### config.mk
export PLATFORM = sky130hd
export DESIGN_NAME = serial_rx_chan
export DESIGN_NICKNAME = d
export VERILOG_FILES = /design/src/rtl/srx_pkg.sv /design/src/rtl/srx_sync.sv /design/src/rtl/srx_tick_gen.sv /design/src/rtl/srx_frame.sv /design/src/rtl/serial_rx_chan.sv
export SDC_FILE = /design/constraint.sdc
export NUM_CORES = 1
export LEC_CHECK = 0
export ABC_AREA = 1
export BUFFER_PORTS_ARGS = -buffer_cell sky130_fd_sc_hd__buf_2
export CAP_MARGIN = 20
export CORE_AREA = 3 3 110 86
export CTS_BUF_LIST = sky130_fd_sc_hd__clkbuf_2
export DETAILED_ROUTE_END_ITERATION = 8
export DIE_AREA = 0 0 113 89
export GPL_TIMING_DRIVEN = 0
export PLACE_DENSITY = 0.81
export SLEW_MARGIN = 20
export SYNTH_ARGS = -nofsm -noshare
export SYNTH_HDL_FRONTEND = slang
export SYNTH_SLANG_ARGS = --single-unit
### constraint.sdc
create_clock -name clk -period 3.1 [get_ports clk]
set_clock_uncertainty 0.2 [all_clocks]
set_input_delay 0.155 -clock clk [delete_from_list [all_inputs] [get_ports clk]]
set_output_delay 0.155 -clock clk [all_outputs]
set_load 0.02 [all_outputs]
### src/rtl/srx_pkg.sv
package srx_pkg;

  localparam int DATA_W   = 9;
  localparam int POW_W    = 4;
  localparam int PERIOD_W = 1 << POW_W;

  typedef enum logic [2:0] {
    ST_IDLE,
    ST_START,
    ST_DATA,
    ST_PAR,
    ST_STOP
  } rx_state_t;

  // Number of asynchronous data bits for a length code.
  function automatic logic [3:0] data_bits(input logic [1:0] len);
    case (len)
      2'd0:    data_bits = 4'd7;
      2'd2:    data_bits = 4'd9;
      default: data_bits = 4'd8;
    endcase
  endfunction

  // Prescaler period in system clocks.
  function automatic logic [PERIOD_W-1:0] prescale_period(input logic [1:0] src,
                                                         input logic [POW_W-1:0] pow);
    case (src)
      2'd0:    prescale_period = PERIOD_W'(1);
      2'd1:    prescale_period = PERIOD_W'(8);
      default: prescale_period = PERIOD_W'(1) << pow;
    endcase
  endfunction

  // Parity bit that a correct sender appends to the data.
  function automatic logic expect_parity(input logic [DATA_W-1:0] d, input logic odd);
    expect_parity = odd ? ~(^d) : (^d);
  endfunction

endpackage

### src/rtl/srx_sync.sv
module srx_sync #(
  parameter int           W      = 2,
  parameter int           STAGES = 2,
  parameter logic [W-1:0] INIT   = '0
) (
  input  logic         clk,
  input  logic         rst_n,
  input  logic [W-1:0] d,
  output logic [W-1:0] q
);

  logic [W-1:0] stg [STAGES];

  generate
    for (genvar s = 0; s < STAGES; s++) begin : g_stage
      always_ff @(posedge clk or negedge rst_n) begin
        if (!rst_n)
          stg[s] <= INIT;
        else if (s == 0)
          stg[s] <= d;
        else
          stg[s] <= stg[(s == 0) ? 0 : s-1];
      end
    end
  endgenerate

  assign q = stg[STAGES-1];

endmodule

### src/rtl/srx_tick_gen.sv
module srx_tick_gen
  import srx_pkg::*;
#(
  parameter int DIV_W = 8
) (
  input  logic             clk,
  input  logic             rst_n,
  input  logic             clr,
  input  logic [1:0]       cfg_src,
  input  logic [POW_W-1:0] cfg_pow,
  input  logic [DIV_W-1:0] cfg_div,
  output logic             tick
);

  logic [PERIOD_W-1:0] pre_cnt;
  logic [PERIOD_W-1:0] pre_last;
  logic [DIV_W-1:0]    baud_cnt;
  logic                pre_en;

  assign pre_last = prescale_period(cfg_src, cfg_pow) - PERIOD_W'(1);
  assign pre_en   = (pre_cnt >= pre_last);
  assign tick     = pre_en && (baud_cnt >= cfg_div);

  always_ff @(posedge clk or negedge rst_n) begin
    if (!rst_n) begin
      pre_cnt  <= '0;
      baud_cnt <= '0;
    end else if (clr) begin
      pre_cnt  <= '0;
      baud_cnt <= '0;
    end else begin
      pre_cnt <= pre_en ? '0 : pre_cnt + PERIOD_W'(1);
      if (pre_en)
        baud_cnt <= (baud_cnt >= cfg_div) ? '0 : baud_cnt + DIV_W'(1);
    end
  end

  // ticks never come closer together than the prescaler allows
  AST_TICK_GAP: assert property (@(posedge clk) disable iff (!rst_n)
    (tick && !clr && pre_last != '0) |=> !tick) else $error("tick gap");

endmodule

### src/rtl/srx_frame.sv
module srx_frame
  import srx_pkg::*;
(
  input  logic              clk,
  input  logic              rst_n,
  input  logic              clr,
  input  logic              tick,
  input  logic              line,
  input  logic              sck_rise,
  input  logic              cfg_sync,
  input  logic [1:0]        cfg_len,
  input  logic              cfg_par_en,
  input  logic              cfg_par_odd,
  input  logic              cfg_stop2,
  output logic              frm_start,
  output logic              late_pt,
  output logic              fin_stb,
  output logic [DATA_W-1:0] fin_data,
  output logic              fin_perr,
  output logic              fin_ferr
);

  rx_state_t         st;
  logic [3:0]        cnt;
  logic [3:0]        idx;
  logic [DATA_W-1:0] shreg;
  logic              par_bit;
  logic              ferr_acc;
  logic              stop_n;
  logic              line_prev;
  logic [3:0]        nbits;
  logic              mid_tick;
  logic              end_tick;
  logic              last_data;

  assign nbits     = data_bits(cfg_len);
  assign mid_tick  = tick && (cnt == 4'd7);
  assign end_tick  = tick && (cnt == 4'd15);
  assign last_data = (idx == nbits - 4'd1);

  always_ff @(posedge clk or negedge rst_n) begin
    if (!rst_n) begin
      st        <= ST_IDLE;
      cnt       <= '0;
      idx       <= '0;
      shreg     <= '0;
      par_bit   <= 1'b0;
      ferr_acc  <= 1'b0;
      stop_n    <= 1'b0;
      line_prev <= 1'b1;
      frm_start <= 1'b0;
      late_pt   <= 1'b0;
      fin_stb   <= 1'b0;
      fin_data  <= '0;
      fin_perr  <= 1'b0;
      fin_ferr  <= 1'b0;
    end else begin
      frm_start <= 1'b0;
      late_pt   <= 1'b0;
      fin_stb   <= 1'b0;
      line_prev <= line;
      if (clr) begin
        st  <= ST_IDLE;
        cnt <= '0;
        idx <= '0;
      end else if (cfg_sync) begin
        st  <= ST_IDLE;
        cnt <= '0;
        if (sck_rise) begin
          if (idx == 4'd0) begin
            frm_start <= 1'b1;
            shreg     <= DATA_W'(line);
          end else begin
            shreg[idx] <= line;
          end
          if (idx == 4'd6)
            late_pt <= 1'b1;
          if (idx >= 4'd7) begin
            fin_stb  <= 1'b1;
            fin_data <= {1'b0, line, shreg[6:0]};
            fin_perr <= 1'b0;
            fin_ferr <= 1'b0;
            idx      <= '0;
          end else begin
            idx <= idx + 4'd1;
          end
        end
      end else begin
        unique case (st)
          ST_IDLE: begin
            if (line_prev && !line) begin
              st  <= ST_START;
              cnt <= '0;
            end
          end
          ST_START: begin
            if (mid_tick) begin
              cnt <= '0;
              if (!line) begin
                st        <= ST_DATA;
                idx       <= '0;
                shreg     <= '0;
                frm_start <= 1'b1;
              end else begin
                st <= ST_IDLE;
              end
            end else if (tick) begin
              cnt <= cnt + 4'd1;
            end
          end
          ST_DATA: begin
            if (end_tick) begin
              cnt        <= '0;
              shreg[idx] <= line;
              idx        <= idx + 4'd1;
              if (last_data) begin
                st       <= cfg_par_en ? ST_PAR : ST_STOP;
                stop_n   <= 1'b0;
                ferr_acc <= 1'b0;
                if (!cfg_par_en && !cfg_stop2)
                  late_pt <= 1'b1;
              end
            end else if (tick) begin
              cnt <= cnt + 4'd1;
            end
          end
          ST_PAR: begin
            if (end_tick) begin
              cnt     <= '0;
              par_bit <= line;
              st      <= ST_STOP;
              if (!cfg_stop2)
                late_pt <= 1'b1;
            end else if (tick) begin
              cnt <= cnt + 4'd1;
            end
          end
          ST_STOP: begin
            if (end_tick) begin
              cnt <= '0;
              if (cfg_stop2 && !stop_n) begin
                stop_n   <= 1'b1;
                ferr_acc <= !line;
                late_pt  <= 1'b1;
              end else begin
                st       <= ST_IDLE;
                idx      <= '0;
                fin_stb  <= 1'b1;
                fin_data <= shreg;
                fin_ferr <= ferr_acc | !line;
                fin_perr <= cfg_par_en && (par_bit != expect_parity(shreg, cfg_par_odd));
              end
            end else if (tick) begin
              cnt <= cnt + 4'd1;
            end
          end
          default: st <= ST_IDLE;
        endcase
      end
    end
  end

  // start, late point and finish are distinct moments in a frame
  AST_EVENTS_EXCLUSIVE: assert property (@(posedge clk) disable iff (!rst_n)
    $onehot0({frm_start, late_pt, fin_stb})) else $error("frame events overlap");

  // a synchronous frame only advances on a shift-clock rise
  AST_SYNC_EDGE_ONLY: assert property (@(posedge clk) disable iff (!rst_n)
    (cfg_sync && !clr && !sck_rise) |=> $stable(idx)) else $error("sync advanced without edge");

endmodule

### src/rtl/serial_rx_chan.sv
module serial_rx_chan
  import srx_pkg::*;
#(
  parameter int DIV_W = 8
) (
  input  logic              clk,
  input  logic              rst_n,
  input  logic              rx_en,
  input  logic              rxd_in,
  input  logic              sclk_in,
  input  logic              txd_raw,
  output logic              txd_out,
  input  logic              buf_rd,
  input  logic              ovr_clr,
  input  logic              cfg_sync,
  input  logic              cfg_inv,
  input  logic [1:0]        cfg_len,
  input  logic              cfg_par_en,
  input  logic              cfg_par_odd,
  input  logic              cfg_stop2,
  input  logic [1:0]        cfg_src,
  input  logic [POW_W-1:0]  cfg_pow,
  input  logic [DIV_W-1:0]  cfg_div,
  output logic [DATA_W-1:0] rx_data,
  output logic              rx_ready,
  output logic              par_err,
  output logic              frm_err,
  output logic              ovr_err,
  output logic              rts_n
);

  logic [1:0]        sync_q;
  logic              line;
  logic              sck_prev;
  logic              sck_rise;
  logic              tick;
  logic              clr;
  logic              frm_start;
  logic              late_pt;
  logic              fin_stb;
  logic [DATA_W-1:0] fin_data;
  logic              fin_perr;
  logic              fin_ferr;
  logic              unread_start;
  logic              drop_cur;
  logic              load_en;
  logic              ovr_hit;

  assign clr     = !rx_en;
  assign txd_out = txd_raw ^ cfg_inv;

  srx_sync #(.W(2), .STAGES(2), .INIT(2'b01)) u_sync (
    .clk   (clk),
    .rst_n (rst_n),
    .d     ({sclk_in, rxd_in}),
    .q     (sync_q)
  );

  assign line     = sync_q[0] ^ cfg_inv;
  assign sck_rise = sync_q[1] && !sck_prev;

  always_ff @(posedge clk or negedge rst_n) begin
    if (!rst_n) sck_prev <= 1'b0;
    else        sck_prev <= sync_q[1];
  end

  srx_tick_gen #(.DIV_W(DIV_W)) u_tick (
    .clk     (clk),
    .rst_n   (rst_n),
    .clr     (clr),
    .cfg_src (cfg_src),
    .cfg_pow (cfg_pow),
    .cfg_div (cfg_div),
    .tick    (tick)
  );

  srx_frame u_frame (
    .clk         (clk),
    .rst_n       (rst_n),
    .clr         (clr),
    .tick        (tick),
    .line        (line),
    .sck_rise    (sck_rise),
    .cfg_sync    (cfg_sync),
    .cfg_len     (cfg_len),
    .cfg_par_en  (cfg_par_en),
    .cfg_par_odd (cfg_par_odd),
    .cfg_stop2   (cfg_stop2),
    .frm_start   (frm_start),
    .late_pt     (late_pt),
    .fin_stb     (fin_stb),
    .fin_data    (fin_data),
    .fin_perr    (fin_perr),
    .fin_ferr    (fin_ferr)
  );

  assign ovr_hit = late_pt && unread_start;
  assign load_en = fin_stb && !drop_cur;

  always_ff @(posedge clk or negedge rst_n) begin
    if (!rst_n) begin
      rx_data      <= '0;
      rx_ready     <= 1'b0;
      par_err      <= 1'b0;
      frm_err      <= 1'b0;
      rts_n        <= 1'b0;
      ovr_err      <= 1'b0;
      unread_start <= 1'b0;
      drop_cur     <= 1'b0;
    end else begin
      if (load_en) begin
        rx_data  <= fin_data;
        par_err  <= fin_perr;
        frm_err  <= fin_ferr;
        rx_ready <= 1'b1;
        rts_n    <= 1'b1;
      end else if (buf_rd) begin
        rx_ready <= 1'b0;
        rts_n    <= 1'b0;
      end

      if (clr) begin
        unread_start <= 1'b0;
        drop_cur     <= 1'b0;
        ovr_err      <= 1'b0;
      end else begin
        if (frm_start)
          unread_start <= rx_ready && !buf_rd;
        else if (buf_rd)
          unread_start <= 1'b0;

        if (frm_start)
          drop_cur <= 1'b0;
        else if (ovr_hit)
          drop_cur <= 1'b1;

        if (ovr_hit)
          ovr_err <= 1'b1;
        else if (ovr_clr)
          ovr_err <= 1'b0;
      end
    end
  end

  AST_OVR_AT_LATE_POINT: assert property (@(posedge clk) disable iff (!rst_n)
    $rose(ovr_err) |-> $past(late_pt)) else $error("overrun outside late point");

  AST_READ_RELEASES_RTS: assert property (@(posedge clk) disable iff (!rst_n)
    (buf_rd && !load_en) |=> (!rts_n && !rx_ready)) else $error("read did not release");

  AST_LOAD_RAISES_RTS: assert property (@(posedge clk) disable iff (!rst_n)
    load_en |=> (rts_n && rx_ready)) else $error("load did not hold off");

  AST_DROP_KEEPS_BUFFER: assert property (@(posedge clk) disable iff (!rst_n)
    (fin_stb && drop_cur) |=> $stable(rx_data)) else $error("dropped frame overwrote");

endmodule

* After elaboration in Yosys (flattened, before gate mapping) *
Index checks and enable logic that the tools add are counted.

storage, ports and cells
  register bits after elaboration = 82
  logic and storage cells = 223
  output and inout port bits = 15

operators by class
  $add $sub $neg = 6
  shift-type cells = 1
  bitwise operators = 5
  reductions and logical operators = 37
  magnitude comparators = 5
  equality and inequality tests = 36
  multiplexer cells = 107

operators by type and width
  kind                                                                  count
  9-bit two-way mux                                                     12
  4-bit two-way mux                                                     15
  1-bit two-way mux                                                     53
  16-bit two-way mux                                                    2
  16-bit case mux with 2 select lines                                   1
  3-bit two-way mux                                                     10
  8-bit two-way mux                                                     3
  4-bit by 3-bit != test with 1-bit output, second input constant       6
  4-bit case mux with 3 select lines                                    2
  7-bit AND reduction                                                   3
  9-bit case mux with 2 select lines                                    1
  16-bit by 1-bit adder with 16-bit output, second input constant       1
  16-bit >= comparator                                                  1
  1-bit by 4-bit left shift with 16-bit output, first input constant    1
  16-bit by 1-bit subtractor with 16-bit output, second input constant  1
  3-bit case mux with 5 select lines                                    1
  2-bit by 1-bit != test with 1-bit output, second input constant       7
  1-bit logical AND                                                     12
  6-bit AND reduction                                                   2
  9-bit bitwise mux                                                     1
  3-bit by 1-bit != test with 1-bit output, second input constant       3
  3-bit by 2-bit != test with 1-bit output, second input constant       3
  9-bit parity                                                          1
  4-bit by 1-bit adder with 4-bit output, second input constant         2
  37 further kinds                                                      53

* Logic depth before layout (Yosys ltp) *
Gate-level depths: netlist (run 1).

  depth in word-level cells = 10
  depth in mapped cells = 26

* Hierarchy *
From an unflattened synthesis (run 1), not the netlist that was laid out.

second synthesis, totals
  cell total of the unflattened synthesis = 817
  area, all modules = 5799.3 µm²

by module, submodules not included
  module          instances  cells each  area each (µm²)
  srx_frame       1          393         2670.1
  srx_tick_gen    1          340         2341.0
  serial_rx_chan  1          78          670.6
  srx_sync        1          6           117.6

* Least setup slack after synthesis (run 1) *
OpenSTA, ideal clock, no wires.

  kind = in2reg
  from = input port cfg_pow[0]
  to = register u_frame.fin_data[0]
  path slack = 0.075 ns
  data arrival time = 2.708 ns
  stages on the path = 23
  buffers on the path = 1
  library setup time = 0.117 ns
  data required time = 2.783 ns
  cell sequence = nor2_1 > inv_1 > nor2_1 > inv_1 > o22ai_1 > inv_1 > ha_1 > nand3_1 > nor2_1 > nand2_1 > nor2_1 > xor2_1 > ha_1 > nand2_1 > nor3_1 > nand2_1 > nand2_4 > nand3_2 > o21ai_1 > nand2_2 > buf_2 > nand2_1 > nand2_1

between the ends
  word-level cells in the longest chain between the ends = 8

ends and longest elaborated chain
  item                                           line                  source
  start: declaration                             serial_rx_chan.sv:22  input logic [POW_W-1:0] cfg_pow,
  1-bit by 4-bit left shift with 16-bit output   srx_pkg.sv:30         default: prescale_period = PERIOD_W'(1) << pow;
  16-bit case mux with 2 select lines            srx_pkg.sv:27         case (src)
  16-bit by 1-bit subtractor with 16-bit output  srx_tick_gen.sv:20    assign pre_last = prescale_period(cfg_src, cfg_pow) - PERIOD_W'(1);
  16-bit >= comparator                           srx_tick_gen.sv:21    assign pre_en = (pre_cnt >= pre_last);
  1-bit logical AND                              srx_tick_gen.sv:22    assign tick = pre_en && (baud_cnt >= cfg_div);
  1-bit logical AND                              srx_frame.sv:38       assign end_tick = tick && (cnt == 4'd15);
  2-bit nonzero test (no source line)            -
  6-bit AND reduction (no source line)           -
  end signal: assignment                         srx_frame.sv:80       fin_data <= {1'b0, line, shreg[6:0]};
  end signal: assignment                         srx_frame.sv:149      fin_data <= shreg;
  end: declaration                               srx_frame.sv:18       output logic [DATA_W-1:0] fin_data,

No other way between the ends.
A chain may end at the register's enable or synchronous reset.

* Worst setup path in the final report (run 1) *
  from = input port cfg_pow[0]
  to = register u_frame.shreg[6]

between the ends
  word-level cells in the longest chain between the ends = 8
  elaborated cells between the ends (all ways) = 10
  those cells by class = 1 x add/sub; 1 x order compare; 2 x eq/ne; 1 x shift; 1 x mux; 4 x reduce/logical

ends and longest elaborated chain
  item                                                       line                              source
  1-bit by 4-bit left shift with 16-bit output *             srx_pkg.sv:30
  16-bit case mux with 2 select lines *                      srx_pkg.sv:27
  16-bit by 1-bit subtractor with 16-bit output *            srx_tick_gen.sv:20
  16-bit >= comparator *                                     srx_tick_gen.sv:21
  1-bit logical AND *                                        srx_tick_gen.sv:22
  1-bit logical AND, on equally long branches                srx_frame.sv:38, srx_frame.sv:37
  3-bit by 2-bit != test with 1-bit output (no source line)  -
  6-bit AND reduction (no source line) *                     -
  end signal: assignment                                     srx_frame.sv:72                   shreg <= DATA_W'(line);
  end signal: indexed assignment                             srx_frame.sv:74                   shreg[idx] <= line;
  end signal: indexed assignment                             srx_frame.sv:114                  shreg[idx] <= line;
  end: declaration                                           srx_frame.sv:26                   logic [DATA_W-1:0] shreg;

Mark *: on every way between the ends. The rest lies on a longest branch, timed or not.

==> impl_metrics.yaml, run 1 <==
run_status:
  run_status: "complete, but fails checks"
  violations: "negative setup slack"
synth:
  synthMuxAreaShare: 0.0239
  yosysSeqAreaShare: 0.397
  synth_area_per_cell_um2: 7.72
  dominant_combinational_cell_family_by_area_after_synthesis: "simple AND/OR/NAND/NOR gates"
  synth_top_area_frac: 0.382
  ys_types: 48
  post_synth_instance_area_um2: 5170
  yosys.area_share.adder: 0.0774
  synth_edf_count: 0
  synth_simple_gate_area_share: 0.274
  post_synthesis_net_count: 731
  post_synth_inst_count: 670
  yosys_register_bits: 82
  async_set_reset_flop_share_out_of_synthesis: 1.00
  ys_dominant_reg_cell: "dfrtp_1"
  synthTopCellsByArea: "dfrtp_1 (38%), nand2_1 (12%), ha_1 (7.7%), nor2_1 (6.2%), inv_1 (5.7%)"
  fraction_of_synthesized_cell_area_in_xor_and_xnor_cells: 0.0423
  yosys_warnings: 0
  synth_top_cell_by_area: "dfrtp_1"
  synth_compound_area_frac: 0.112
finish:
  layout_commonest_cell: "nand2_1"
  drive_gt1_frac: 0.180
  layout.cell_area.non_filler_um2: 6040
  fillerInstances: 671
  finalNonFillerCells: 868
  area_delta_synth_final_pct: 16.7
  layout_common_cells: "nand2_1 (157), nor2_1 (84), dfrtp_1 (79)"
  num_antenna_cells: 0
  nets: 816
  finalCoreUtilization: 0.717
sta:
  fin_ws_ns: -0.0307
  slew_violations: 0
  slew_headroom: 0.620
  hold_viol: 0
  clock.fmax_mhz: 319
  tightestPinTransition_ns: 0.570
  post-route-min-period_ns: 3.13
  timing.final.crit_share: 1.01
  report.final.setup_viol: 1
  grt_setup_unrepaired: "true"
placed_design:
  gpl.final_weighted_congestion: 0.985
  post_detail_place_hpwl_mm: 8.66
  place_worst_setup_slack_ns: -0.563
  placed_cells: 821
  placed_cell_area_um2: 5550
  placement.io_buffers: 42
power_and_ir_drop:
  p_sw_frac: 0.327
  power_frac_clock: 0.265
  internal_power_mw: 1.52
  combinationalPowerShare: 0.214
  peakVddDrop_uv: 412
  switching_power_uw: 738
  p_leak_nw: 3.11
  seqPwrFrac: 0.521
  p_per_area_nw_per_um2: 374
  power_mw: 2.26
drt:
  drt-total-wl_mm: 11.8
  antenna_left: 0
  route.detailed.vias_per_inst: 5.39
  detailroute.via_count: 4682
  initialDrtViolationCount: 376
  detail_route.wl_per_cell_um: 13.6
  route.detailed.drc: 0
  drtPass1Iterations: 8
grt:
  global_route_wire_length_before_repair_mm: 19.5
  grt_max_degree: 48
  grt_remaining_overflow: 0
  number_of_global_route_vias_before_repair: 4269
  grt_antenna_before_repair: 0
  grt_use_total: 0.241
flow_run:
  max_cap_violations: 0
floorplanning:
  floorplan.initialDensity: 0.614
  rows: 29
  io_pins: 44
  die_h_um: 89
  die-area_um2: 10100
  fp.dieW_um: 113
  fp.coreArea_um2: 8420
worst_setup_path:
  worst_setup_path_end_kind: "flop"
  start_kind: "input port"
  crit_type: "input port to flop"
  crit_arrival_ns: 3.42
  critical_path_peak_fanout: 7
  worstRegToRegCells: 14
  critPathRequiredTime_ns: 3.39
clocking:
  cts_buffers: 9
  clock_insertion_delay_worst_skew_ns: 0.53
  cts_num_sinks: 82
  h-tree-depth: 3
  path_clk_slew_ns: 0.23
  cts_tree: "done"
  ctsRootBufferMaster: "clkbuf_2"
  cts-root-to-sink-buffers: 2
min_path:
  hold_path.class: "input port to flop"
  min_path_cells: 2
==> power by group through the flow <==
stage	combinational (mW)	clock (mW)	sequential, mW
floorplan	0.271	0	1.21
global placement	0.405	0	1.19
detailed placement	0.428	0	1.19
CTS	0.450	0.626	1.18
global route	0.539	0.666	1.18
finish	0.484	0.599	1.18
==> through the flow <==
step / setup TNS [ns] / hold WS [ns]
CTS: 0 / 0.00249
global route: -1.06 / 0.0172
finish: -0.0307 / 0.0692
global placement: -20.79 / 0.0620
detailed placement: -26.10 / -0.0486
floorplan: 0 / -0.341
==> worst max-delay path: stages <==
cell and delay, ns:
buf_2 0.12, nor2_1 0.14, inv_1 0.09, nor2_1 0.13
inv_1 0.07, o22ai_1 0.12, inv_1 0.10, ha_1 0.22
nand3_2 0.14, nor2_4 0.07, buf_4 0.14, nand2_1 0.07
xor2_1 0.08, ha_1 0.27, nand2_1 0.08, nor3_2 0.22
nand2_1 0.12, nand2_4 0.17, nand3_4 0.14, a31oi_4 0.37
buf_4 0.19, nand3_1 0.10, nand2_1 0.09
==> cell families (layout without fill, tap and decap cells) <==
family,after synthesis,after routing
flip-flops,82,82
adder cells (fa/ha/maj),32,32
other,1,1
XOR/XNOR,25,25
multiplexers,11,11
AND/OR/NAND/NOR,325,326
AO/OA/AOI/OAI,98,98
buffers and inverters,96,185
==> path summary, 6_finish.rpt <==
path	from	endpoint	slack [ns]
max	cfg_pow[0]	u_frame.shreg[6]$_DFFE_PN0P_	-0.03
min	sclk_in	u_sync.stg[3]$_DFF_PN0_	0.07
max reg2reg	u_tick.pre_cnt[7]$_DFF_PN0_	u_frame.shreg[6]$_DFFE_PN0P_	0.45
min reg2reg	u_sync.stg[2]$_DFF_PN1_	u_sync.q[0]$_DFF_PN1_	0.18
max in group asynchronous	rst_n	u_frame.cnt[0]$_DFFE_PN0P_	1.94
min in group asynchronous	rst_n	rx_data[7]$_DFFE_PN0P_	0.49
==> metal layers <==
metal	wire length, um	vias up	global-route usage
li1	-	2353	-
met4	155	0	0.0753
met5	0	-	0
met1	5560	2164	0.341
met2	5370	149	0.382
met3	756	16	0.0447
==> cells in the mapped netlist, types with 2 or more instances <==
cell,n
nor2_4,2
nor4_1,2
a21oi_1,37
o21ai_1,9
dfstp_2,3
clkbuf_1,3
nor2_2,4
nor2_1,85
nand2_2,4
nand2_4,2
nor3_2,2
o21ai_0,27
ha_1,32
a31oi_4,2
xor2_1,12
dfrtp_1,79
inv_2,7
o21a_1,6
nand3_2,2
a211oi_1,3
nand4_1,4
mux2_2,11
buf_2,5
nand3_1,40
o22ai_1,2
xnor2_1,13
nor3_1,12
and3_1,2
nand2_1,159
a31oi_1,3
inv_1,79
==> state kept, by name, summed over array words and instances (netlist names), 2 cells and up <==
name	count
u_tick.pre_cnt	16
rx_data	9
u_frame.fin_data	9
u_frame.shreg	9
u_tick.baud_cnt	8
u_frame.cnt	4
u_frame.idx	4
u_frame.st	3
u_sync.q	2
u_sync.stg	2
==> cell type report <==
type                       count  area [um^2]  area share
clock buffer                   9         45.0     0.00746
tap                          108          135      0.0224
buffer                         9         46.3     0.00767
inverter                      87          330      0.0547
timing repair buffer          73          519      0.0860
multi-input combinational    493         2820       0.468
clock inverter                 7         82.6      0.0137
sequential                    82         2060       0.341
==> what timing repair did <==
item / 4_1_cts / 5_1_grt
hold buffers: 16 / 0
resized for setup: 0 / 22
setup buffers: 0 / 14
endpoints found under the setup margin: 0 / 54
endpoints found under the hold margin: 116 / 0
No activity file was read; power rests on OpenSTA's default activity.
==> run 2: changes to the inputs <==
- CORE_AREA: 3 3 110 86 -> 3 3 153 118
- DIE_AREA: 0 0 113 89 -> 0 0 156 121
- PLACE_DENSITY: 0.81 -> unset
- SYNTH_HIERARCHICAL: unset -> 1
==> impl_metrics.yaml, run 2 <==
run_status:
  run_status: "finished, final reports clean"
drt:
  initialDrtViolationCount: 447
  detail_route.wl_per_cell_um: 12.0
  antenna_left: 0
  detailroute.via_count: 5161
  drt-total-wl_mm: 13.5
  route.detailed.drc: 0
  route.detailed.vias_per_inst: 4.58
  drtPass1Iterations: 5
finish:
  nets: 968
  num_antenna_cells: 0
  fillerInstances: 1735
  area_delta_synth_final_pct: 19.7
  drive_gt1_frac: 0.191
  largest_register_ffs: 16
  layout_commonest_cell: "nand2_1"
  layout_common_cells: "nand2_1 (263), inv_1 (99), dfrtp_1 (79)"
  finalNonFillerCells: 1127
  max_flop_register: "u_tick/pre_cnt"
floorplanning:
  floorplan.initialDensity: 0.348
  io_pins: 44
  fp.dieW_um: 156
  die_h_um: 121
  rows: 41
  fp.coreArea_um2: 16700
  die-area_um2: 18900
worst_setup_path:
  worstRegToRegCells: 11
  reg2reg_slack_ns: 0.23
  critPathRequiredTime_ns: 3.41
  critical_path_peak_fanout: 8
  critical_path.reg2reg.endpoint: "u_frame/st[1]$_DFFE_PN0P_"
  start_kind: "input port"
  crit_arrival_ns: 3.25
  crit_type: "input port to flop"
  worst_setup_path_end_kind: "flop"
  worst_r2r_start: "u_frame/idx[0]$_DFFE_PN0P_"
  startpoint_of_the_most_critical_setup_path: "cfg_pow[3]"
synth:
  ys_dominant_reg_cell: "dfrtp_1"
  netlist_top_cells_count: "nand2_1 (267), inv_1 (101), dfrtp_1 (79)"
  synth_area_per_cell_um2: 7.10
  synth_top_area_frac: 0.341
  synthTopCellsByArea: "dfrtp_1 (34%), nand2_1 (17%), ha_1 (6.9%), inv_1 (6.5%), nand3_1 (5.4%)"
  synth_top_cell_by_area: "dfrtp_1"
  ys_types: 41
  post_synthesis_net_count: 878
  post-synth-top-count-cell: "nand2_1"
  yosys_warnings: 6
  post_synth_inst_count: 817
  synth_edf_count: 0
  async_set_reset_flop_share_out_of_synthesis: 1.00
  yosysSeqAreaShare: 0.354
  post_synth_instance_area_um2: 5800
  yosys_register_bits: 82
clocking:
  cts_tree: "done"
  cts_buffers: 9
  h-tree-depth: 3
  path_clk_slew_ns: 0.25
  cts-root-to-sink-buffers: 2
  clock_insertion_delay_worst_skew_ns: 0.59
  cts_num_sinks: 82
  ctsRootBufferMaster: "clkbuf_2"
placed_design:
  placement.io_buffers: 43
  placed_cells: 1076
  gpl.final_weighted_congestion: 0.808
  post_detail_place_hpwl_mm: 10.2
sta:
  hold_viol: 0
  post-route-min-period_ns: 2.94
  tightestPinTransition_ns: 0.632
  clock.fmax_mhz: 340
  slew_violations: 0
  report.final.setup_viol: 0
  slew_headroom: 0.577
  timing.final.crit_share: 0.949
  timing.hold.ws_ns: 0.0450
power_and_ir_drop:
  p_per_area_nw_per_um2: 359
  p_leak_nw: 3.70
  peakVddDrop_uv: 161
  power_mw: 2.49
min_path:
  hold_path.startpoint: "cfg_par_odd"
  min_path_cells: 10
  hold_path.class: "input port to flop"
  min_to: "u_frame/fin_perr$_DFFE_PN0P_"
flow_run:
  max_cap_violations: 0
grt:
  grt_max_degree: 50
  grt_use_total: 0.149
  grt_antenna_before_repair: 0
  number_of_global_route_vias_before_repair: 4728
  grt_remaining_overflow: 0
  global_route_wire_length_before_repair_mm: 22.9
[run 2: changes by cell type after synthesis, moves of 8 or more]
cell / delta
mux2_2: -11
nand4_1: +17
a21oi_1: -23
nor3_1: -8
xnor2_1: -8
nand3_1: +23
nand2_1: +108
inv_1: +22
o21ai_2: +10
nand2_2: +9
nor2_1: -8
[run 2: worst max-delay path by stage]
stage | end | depth (start not counted)
2_1_floorplan | u_frame/shreg[0]$_DFFE_PN0P_ | 27
3_3_place_gp | u_frame/fin_data[6]$_DFFE_PN0P_ | 28
3_5_place_dp | u_frame/fin_data[6]$_DFFE_PN0P_ | 28
4_1_cts | u_frame/shreg[7]$_DFFE_PN0P_ | 29
5_1_grt | u_frame/shreg[1]$_DFFE_PN0P_ | 28
6_report | u_frame/shreg[1]$_DFFE_PN0P_ | 28
[run 2: layout make-up]
class	count	area, um^2	area share
clock inverters	7	101	0.0146
inverters	117	443	0.0638
well taps	215	269	0.0388
plain buffers	14	134	0.0193
repair buffers	79	609	0.0878
multi-input cells	604	3280	0.473
clock buffers	9	45.0	0.00649
flip-flops and latches	82	2060	0.296
[run 2: cell families after synthesis]
logic type	synth area share
simple gates	0.373
buf+inv	0.0962
flops	0.354
compound gates	0.0716
fa+ha+maj	0.0690
xor+xnor	0.0347
other cells	0.000647
[run 2: critical path, stage by stage]
cell	delay, ns
buf_2	0.11
inv_1	0.07
nand2_4	0.10
inv_2	0.07
nand2_4	0.09
ha_4	0.15
nand3_4	0.10
nor2_8	0.18
xor2_1	0.15
inv_1	0.05
ha_1	0.27
nand2_1	0.05
inv_1	0.06
nand2_1	0.06
nor2_1	0.08
nor2_1	0.04
nand2_1	0.10
nand2_2	0.09
buf_8	0.13
a21boi_4	0.14
nand2_2	0.10
inv_2	0.07
nand3_2	0.08
o21ai_2	0.13
nand2_2	0.09
nor2_4	0.25
clkbuf_16	0.21
o21ai_2	0.05
[run 2: what timing repair did]
| item | in CTS | in global routing |
|---|---|---|
| gates resized for setup | 1 | 21 |
| setup buffers | 4 | 10 |
| endpoints found under the setup margin | 11 | 33 |
| gates cloned | 0 | 1 |
| pin swaps | 3 | 12 |
| hold buffers | 20 | 0 |
| hold endpoints to repair | 121 | 0 |
[run 2: power breakdown]
part | leakage, nW | internal [mW] | switching [mW]
clock | 0.0791 | 0.273 | 0.420
combinational | 2.52 | 0.227 | 0.375
sequential | 1.11 | 1.15 | 0.0485
total | 3.70 | 1.65 | 0.844
[run 2: through the flow]
step	utilization	instance area, um^2	TNS (ns)	setup slack (ns)
floorplan	-	5860	-0.629	-0.0512
global route	0.416	6940	-0.146	-0.0271
finish	0.416	6940	0	0.159
CTS	0.406	6780	0	0.0210
detailed placement	0.382	6370	-22.23	-0.702
global placement	0.380	6340	-21.88	-0.690
[run 2: layer usage]
layer,vias up,track usage,wire length [um]
met2,99,0.203,5370
met3,12,0.0321,563
met1,2295,0.234,7420
met4,0,0.0364,191
li1,2755,-,-
met5,-,0,0
